--- src/rtl/irq_pkg.sv ---
package irq_pkg;

    localparam int NUM_SRC   = 5;
    localparam int NUM_EXT   = 2;
    localparam int IDX_W     = $clog2(NUM_SRC);
    localparam int VEC_W     = 16;
    localparam int VEC_BASE  = 3;
    localparam int VEC_STEP  = 8;
    localparam int NUM_LVL   = 2;

    typedef logic [IDX_W-1:0] src_idx_t;

    typedef struct packed {
        logic     valid;
        logic     hi;
        src_idx_t idx;
    } pick_t;

    // position of external input k in the polling order
    function automatic src_idx_t ext_pos(input int k);
        return src_idx_t'(2 * k);
    endfunction

    function automatic logic [VEC_W-1:0] vec_of(input src_idx_t idx);
        return VEC_W'(VEC_BASE) + VEC_W'(VEC_STEP) * VEC_W'(idx);
    endfunction

    // lowest set index wins
    function automatic src_idx_t first_idx(input logic [NUM_SRC-1:0] v);
        src_idx_t r;
        r = '0;
        for (int i = NUM_SRC - 1; i >= 0; i--) begin
            if (v[i]) r = src_idx_t'(i);
        end
        return r;
    endfunction

endpackage

--- src/rtl/irq_ext_detect.sv ---
module irq_ext_detect (
    input  logic clk,
    input  logic rst,
    input  logic pin_n,
    input  logic edge_mode,
    input  logic clr,
    output logic req
);
    logic samp_q;
    logic flag_q;
    logic fall;

    // previous sample high, current pin low
    assign fall = samp_q & ~pin_n;

    always_ff @(posedge clk) begin
        if (rst) begin
            samp_q <= 1'b1;
            flag_q <= 1'b0;
        end else begin
            samp_q <= pin_n;
            if (edge_mode)
                flag_q <= (flag_q & ~clr) | fall;
            else
                flag_q <= 1'b0;
        end
    end

    assign req = edge_mode ? flag_q : ~samp_q;

endmodule

--- src/rtl/irq_arbiter.sv ---
module irq_arbiter
    import irq_pkg::*;
(
    input  logic [NUM_SRC-1:0] raw,
    input  logic [NUM_SRC-1:0] en,
    input  logic               glob_en,
    input  logic [NUM_SRC-1:0] hi,
    input  logic [NUM_LVL-1:0] svc,
    output pick_t              pick
);
    logic [NUM_SRC-1:0] pend;
    logic [NUM_SRC-1:0] pend_hi;
    logic [NUM_SRC-1:0] pend_lo;

    assign pend    = raw & en & {NUM_SRC{glob_en}};
    assign pend_hi = pend & hi;
    assign pend_lo = pend & ~hi;

    always_comb begin
        pick = '0;
        if (!svc[1]) begin
            if (|pend_hi) begin
                pick.valid = 1'b1;
                pick.hi    = 1'b1;
                pick.idx   = first_idx(pend_hi);
            end else if (|pend_lo && !svc[0]) begin
                pick.valid = 1'b1;
                pick.hi    = 1'b0;
                pick.idx   = first_idx(pend_lo);
            end
        end
    end

endmodule

--- src/rtl/irq_svc_track.sv ---
module irq_svc_track
    import irq_pkg::*;
(
    input  logic               clk,
    input  logic               rst,
    input  logic               take,
    input  logic               take_hi,
    input  logic               reti,
    output logic [NUM_LVL-1:0] svc
);
    logic [NUM_LVL-1:0] svc_q;
    logic [NUM_LVL-1:0] svc_n;

    always_comb begin
        svc_n = svc_q;
        if (reti) begin
            if (svc_q[1]) svc_n[1] = 1'b0;
            else          svc_n[0] = 1'b0;
        end
        if (take) svc_n[take_hi] = 1'b1;
    end

    always_ff @(posedge clk) begin
        if (rst) svc_q <= '0;
        else     svc_q <= svc_n;
    end

    assign svc = svc_q;

endmodule

--- src/rtl/irq_prio_ctrl.sv ---
module irq_prio_ctrl
    import irq_pkg::*;
(
    input  logic                 clk,
    input  logic                 rst,
    input  logic [NUM_EXT-1:0]   ext_n,
    input  logic [1:0]           tmr_flag,
    input  logic                 ser_flag,
    input  logic [NUM_SRC-1:0]   src_en,
    input  logic                 glob_en,
    input  logic [NUM_SRC-1:0]   src_hi,
    input  logic [NUM_EXT-1:0]   ext_edge,
    input  logic                 ack,
    input  logic                 reti,
    output logic                 irq_req,
    output logic                 irq_hi,
    output logic [IDX_W-1:0]     irq_src,
    output logic [VEC_W-1:0]     irq_vec,
    output logic [NUM_LVL-1:0]   svc
);
    logic [NUM_EXT-1:0] ext_req;
    logic [NUM_EXT-1:0] ext_clr;
    logic [NUM_SRC-1:0] raw;
    pick_t              pick;
    logic               take;

    assign take = ack & pick.valid;

    for (genvar k = 0; k < NUM_EXT; k++) begin : g_ext
        assign ext_clr[k] = take && (pick.idx == ext_pos(k));
        irq_ext_detect u_det (
            .clk       (clk),
            .rst       (rst),
            .pin_n     (ext_n[k]),
            .edge_mode (ext_edge[k]),
            .clr       (ext_clr[k]),
            .req       (ext_req[k])
        );
    end

    assign raw = {ser_flag, tmr_flag[1], ext_req[1], tmr_flag[0], ext_req[0]};

    irq_arbiter u_arb (
        .raw     (raw),
        .en      (src_en),
        .glob_en (glob_en),
        .hi      (src_hi),
        .svc     (svc),
        .pick    (pick)
    );

    irq_svc_track u_svc (
        .clk     (clk),
        .rst     (rst),
        .take    (take),
        .take_hi (pick.hi),
        .reti    (reti),
        .svc     (svc)
    );

    assign irq_req = pick.valid;
    assign irq_hi  = pick.hi;
    assign irq_src = pick.idx;
    assign irq_vec = vec_of(pick.idx);

endmodule

--- config.mk ---
export PLATFORM = sky130hd
export DESIGN_NAME = irq_prio_ctrl
export DESIGN_NICKNAME = d
export VERILOG_FILES = /design/src/rtl/irq_pkg.sv /design/src/rtl/irq_ext_detect.sv /design/src/rtl/irq_arbiter.sv /design/src/rtl/irq_svc_track.sv /design/src/rtl/irq_prio_ctrl.sv
export SDC_FILE = /design/constraint.sdc
export NUM_CORES = 1
export LEC_CHECK = 0
export BUFFER_PORTS_ARGS = -buffer_cell sky130_fd_sc_hd__buf_2
export CORE_ASPECT_RATIO = 1.2
export CORE_MARGIN = 1.5
export CORE_UTILIZATION = 41
export CTS_BUF_LIST = sky130_fd_sc_hd__clkbuf_8 sky130_fd_sc_hd__clkbuf_16
export DETAILED_ROUTE_END_ITERATION = 16
export PLACE_DENSITY = 0.83
export SKIP_CTS_REPAIR_TIMING = 1
export SYNTH_ARGS = -nofsm -noshare
export SYNTH_HDL_FRONTEND = slang
export SYNTH_SLANG_ARGS = --single-unit
--- constraint.sdc ---
create_clock -name clk -period 2.3 [get_ports clk]
set_input_delay 0.46 -clock clk [delete_from_list [all_inputs] [get_ports clk]]
set_output_delay 0.46 -clock clk [all_outputs]
set_load 0.01 [all_outputs]
[Word level (Yosys, flattened, before mapping)]
Index checks and enable logic that the tools add are counted.
Cells by class
  reductions and logical operators: 10
  $lt $le $gt $ge: 2
  muxes and demuxes: 20
  equality and inequality tests: 1
  bitwise logic cells: 21
  add/sub/neg operators: 1
Operators by type and width (number)
  3-bit two-way mux: 10
  5-bit bitwise AND: 4
  5-bit two-way mux: 3
  5-bit OR reduction: 2
  1-bit NOT: 8
  2-bit by 6-bit adder with 7-bit output (first input constant): 1
  1-bit bitwise AND: 5
  5-bit NOT: 1
  1-bit logical AND: 4
  1-bit two-way mux: 4
  2-bit two-way mux: 2
  2-bit OR reduction: 2
  3-bit by 2-bit == test with 1-bit output (second input constant): 1
  3-bit logical NOT: 1
  1-bit by 2-bit < comparator with 1-bit output (second input constant): 1
  1-bit OR: 2
  2-bit OR: 1
  1-bit demux with 1-bit select: 1
  1-bit greater-or-equal comparator (second input constant): 1
  1-bit logical NOT: 1
Word-level totals
  output and inout bits: 23
  input port bits: 22
  register bits after elaboration: 6
  logic and storage cells: 60

[Depth between registers and ports, before layout]
  depth after elaboration: 19
  mapped depth: 8
  gate-level depth less buffers: 6

[By module]
A second synthesis with hierarchy kept.
Unflattened totals
  cells, all modules: 83
  area total of the unflattened synthesis: 636.9 µm²
By module, submodules not included
  irq_arbiter: area each 232.7 µm², sequential area each 0.0 µm², cells an instance 34, instances 1
  irq_ext_detect: area each 82.6 µm², sequential area each 40.0 µm², cells an instance 9, instances 2
  irq_prio_ctrl: area each 158.9 µm², sequential area each 0.0 µm², cells an instance 22, instances 1
  irq_svc_track: area each 80.1 µm², sequential area each 40.0 µm², cells an instance 9, instances 1

[Worst setup path after synthesis]
No wires, ideal clock.
  kind: input-to-output
  from: in glob_en
  to: out irq_vec[3]
  path buffers: 2
  cell stages on the path: 7
  data required time: 1.840 ns
  data arrival time: 1.808 ns
  slack: 0.032 ns
  cells stage by stage: buf_6 > and4_4 > nor2_2 > a41oi_2 > or2_1 > nor3b_2 > buf_4
On the way
  cells in the longest elaborated chain, start to end: 10
  elaborated cells between the ends (all ways): 18
  classes of those cells: add/sub (1); mux (11); bitwise (3); reduce/logical (3)
Ends and longest elaborated chain
  from (decl): RTL line irq_prio_ctrl.sv:10  | input logic glob_en,
  5-bit bitwise AND (*): RTL line irq_arbiter.sv:15  | assign pend = raw & en & {NUM_SRC{glob_en}};
  5-bit bitwise AND: RTL line irq_arbiter.sv:17  | assign pend_lo = pend & ~hi;
  3-bit two-way mux (4 in series): RTL line irq_pkg.sv:33  | if (v[i]) r = src_idx_t'(i);
  5-bit two-way mux: RTL line irq_arbiter.sv:26  | end else if (|pend_lo && !svc[0]) begin
  5-bit two-way mux (*): RTL line irq_arbiter.sv:22  | if (|pend_hi) begin
  5-bit two-way mux (*): RTL line irq_arbiter.sv:21  | if (!svc[1]) begin
  via irq_src[0]: RTL line irq_prio_ctrl.sv:17  | output logic [IDX_W-1:0] irq_src,
  2-bit by 6-bit adder with 7-bit output (*): RTL line irq_pkg.sv:25  | return VEC_W'(VEC_BASE) + VEC_W'(VEC_STEP) * VEC_W'(idx);
  to (decl): RTL line irq_prio_ctrl.sv:18  | output logic [VEC_W-1:0] irq_vec,
Mark *: on every way through the listed nets, which the timed path passes. The rest lies on a longest branch.

[Worst setup path in the final report]
  from: in glob_en
  to: out irq_vec[3]
On the way
  cells in the longest elaborated chain, start to end: 10
  elaborated cells between the ends (all ways): 18
  classes of those cells: add/sub (1); mux (11); bitwise (3); reduce/logical (3)
Ends and longest elaborated chain (RTL line)
  5-bit bitwise AND (*): irq_arbiter.sv:15
  5-bit bitwise AND: irq_arbiter.sv:17
  3-bit two-way mux (4 in series): irq_pkg.sv:33
  5-bit two-way mux: irq_arbiter.sv:26
  5-bit two-way mux (*): irq_arbiter.sv:22
  5-bit two-way mux (*): irq_arbiter.sv:21
  2-bit by 6-bit adder with 7-bit output (*): irq_pkg.sv:25
Mark *: on every way between the ends. The rest lies on a longest branch, timed or not.

==> out/qor.csv <==
stage,metric,value,unit
run_status,status,"finished, final reports clean",
route,vias,735,
synth,Synth Area in Compound Gates,0.2049,
synth,register area share after synthesis,0.1696,
synth,Mapped Area,708.2,um2
synth,Synth Instances,87,
critical_path,Required @ worst endpoint,1840,ps
synth,largest family of logic cells by synthesized area,simple AND/OR/NAND/NOR gates,
critical_path,CP Buf/Inv Count,2,
place,global placement routability congestion,0.9340,
power_and_ir_drop,Leak Pwr,0.4281,nW
route,average wire per standard cell,12.30,um
timing,Fin Clk Skew,6.958,ps
route,initial DRC count,10,
job,Max-Cap Viols,0,
route,# DRC,0,
power_and_ir_drop,Psw,124.8,uW
place,Post-DP HPWL,1352,um
worst_hold_path,hold endpoint,g_ext[0].u_det.samp_q$_SDFF_PP1_,
finish,Util after Layout,0.5355,
global_route,GRT Total Usage,0.1869,
floorplanning,core area,1622,um2
finish,Layout fillers,164,
power_and_ir_drop,Reg power frac,0.281,
critical_path,reg2reg end,g_ext[0].u_det.flag_q$_SDFF_PP0_,
power_and_ir_drop,Clk pwr share,0.397,
timing,Final Cycle Share,0.9358,
power_and_ir_drop,power per standard cell area,469.2,nW/um2
synth,syn avg cell area,8.140,um2
critical_path,CP Capture Type,primary output,
critical_path,instance count on the critical path,7,
floorplanning,Die Y,48.53,um
route,ANT nets after route,0,
clocking,CTS tree,built,
floorplanning,Die W,40.94,um
timing,Hold Fails Final Rpt,0,
clocking,H-tree depth,1,
power_and_ir_drop,switching share of power,0.3064,
global_route,pin count of the biggest net entering global routing,13,
clocking,clk_lat worst skew,230,ps
clocking,TritonCTS buffer count,3,
power_and_ir_drop,combinational power share,0.322,
power_and_ir_drop,Int Pwr,282.5,uW
power_and_ir_drop,Worst IR Drop VDD,355.1,uV
floorplanning,num ports,45,
critical_path,CP arrival,1690,ps
critical_path,reg2reg setup slack,650,ps
critical_path,Crit Path Class,input port to primary output,
timing,Peak Freq,0.4646,GHz
timing,"Slew Viols, Final",0,
critical_path,CP Cell Sequence,clkbuf_4 -> nand3_1 -> o21a_1 -> a41oi_2 -> or2_1 -> nor3b_2 -> buf_2,
global_route,antenna violations before repair,0,
critical_path,crit start category,input port,
clocking,Bufs on Longest Clock Path,2,
place,Setup WS pre-CTS,119.3,ps
critical_path,Crit-path slowest cell,a41oi_2,
floorplanning,Site Rows,16,
synth,Post-Synth XOR/XNOR Area,0,
timing,fin worst setup slack,147.7,ps
timing,RSZ-0062 raised after global routing,true,
worst_hold_path,hold depth,2,
floorplanning,Initial Util,0.4367,
critical_path,crit-path leading delay family,simple AND/OR/NAND/NOR gates,
place,Port Buffers,31,
global_route,vias in the first global route,632,
worst_hold_path,min-delay src,ext_n[0],
clocking,CTS root buf,clkbuf_8,
route,vias per cell,5.404,
critical_path,max incr delay on CP,250,ps
global_route,Congestion Overflow GR,0,
timing,Final min period,2152,ps
synth,post-synthesis adder-cell area fraction,0,
critical_path,R2R Path Start,g_ext[1].u_det.flag_q$_SDFF_PP0_,
clocking,"Reg clk slew, reported paths",30,ps
route,final WL,1673,um
synth,"Distinct cells, synth",36,
synth,YS warnings,0,
finish,nets,142,
global_route,first-pass GRT wire length,2608,um
worst_hold_path,Hold Path Class,input port to flip-flop,
critical_path,FF-to-FF path depth,7,
synth,mux cell area share after synthesis,0,
clocking,Sink Count,6,
floorplanning,die footprint,1987,um2
synth,flip-flop and latch count after synthesis,6,
timing,Hold WS,435.4,ps
critical_path,"Max FO, Critical Path",12,
route,1st-pass router iterations,4,
synth,simple-gate share of the synthesized area,0.4240,
power_and_ir_drop,Overall Power,407.4,uW
timing,final count of negative-setup-slack endpoints,0,
finish,ant diodes,0,
finish,share of layout cells above drive strength 1,0.4492,
finish,Area Growth Syn to Fin,22.61,%
## synthesized netlist by cell type, drive strengths merged
| master | count | area (um2) |
|---|---|---|
| buf | 17 | 131.4 |
| nand2b | 8 | 50.05 |
| dfxtp | 6 | 120.1 |
| nand3 | 5 | 30.03 |
| nor2 | 5 | 28.78 |
| a21oi | 4 | 23.77 |
| and3 | 4 | 25.02 |
| or2 | 4 | 25.03 |
| a41oi | 3 | 48.80 |
| nand2 | 3 | 11.26 |
| o21ai | 3 | 15.01 |
| a31oi | 2 | 12.51 |
| and4 | 2 | 22.52 |
| conb | 2 | 7.510 |
| nand3b | 2 | 15.01 |
| nand4 | 2 | 12.51 |
| nand4b | 2 | 17.52 |
| a21o | 1 | 7.510 |
| a22oi | 1 | 7.510 |
| and2 | 1 | 6.260 |
| and3b | 1 | 8.760 |
| and4b | 1 | 13.76 |
| inv | 1 | 3.750 |
| nor2b | 1 | 6.260 |
| nor3b | 1 | 12.51 |
| nor4b | 1 | 15.01 |
| o211ai | 1 | 7.510 |
| o21a | 1 | 7.510 |
| o22ai | 1 | 6.260 |
| o41ai | 1 | 8.760 |
## logic make-up (layout without fill, tap and decap cells)
kind of cell / count (synthesis) / after routing
DFF: 6 / 6
other: 2 / 13
AOI/OAI and AO/OA: 18 / 18
buffers and inverters: 18 / 38
and+or+nand+nor: 43 / 43
## power groups by stage
stage / logic [mW] / clock network, mW / registers, mW
2_1_floorplan: 0.0992 / 0 / 0.116
3_3_place_gp: 0.123 / 0 / 0.116
3_5_place_dp: 0.125 / 0 / 0.116
4_1_cts: 0.126 / 0.165 / 0.115
5_1_grt: 0.145 / 0.169 / 0.115
6_report: 0.131 / 0.162 / 0.114
## cells in the final DEF (no fill, tap or decap), types with 3 or more instances in the layout
cell type	n
buf_2	30
conb_1	13
a21oi_1	3
clkbuf_8	3
a41oi_2	3
and3_1	4
buf_4	3
nor2_1	3
or2_2	3
nand2_1	3
nand2b_1	8
nand3_1	4
dfxtp_1	6
## through the flow
step / TNS (ps) / std cells / area, um2
after global routing: -4.076 / 136 / 868.3
after detailed placement: 0 / 131 / 803.3
after global placement: 0 / 131 / 803.3
after floorplan: 0 / 98 / 749.5
final: 0 / 136 / 868.3
after CTS: 0 / 134 / 844.6
## flip-flops by register name, indices dropped and copies added, names as in the netlist
register,cells
u_svc.svc,2
g_ext.u_det.samp_q,2
g_ext.u_det.flag_q,2
## cell type report
type | instances | area (um2) | area share
inverter | 1 | 3.754 | 0.004323
multi-input combinational | 74 | 500.5 | 0.5764
tap | 18 | 22.52 | 0.02594
sequential | 6 | 120.1 | 0.1383
clock buffer | 3 | 41.29 | 0.04755
timing repair buffer | 34 | 180.2 | 0.2075
## worst max-delay path by stage
stage,from,end,slack (ps)
after detailed placement,glob_en,irq_vec[3],120
after CTS,glob_en,irq_vec[3],110
after global placement,glob_en,irq_src[0],150
after floorplan,glob_en,irq_vec[3],30
final,glob_en,irq_vec[3],150
after global routing,glob_en,irq_vec[3],-3
## metal layers
layer	part of all wire	GRT usage
met3	0.067	0.01376
met4	0.032	0.1167
met2	0.55	0.3177
met5	0	0
met1	0.36	0.2023
No activity file was read; power rests on OpenSTA's default activity.
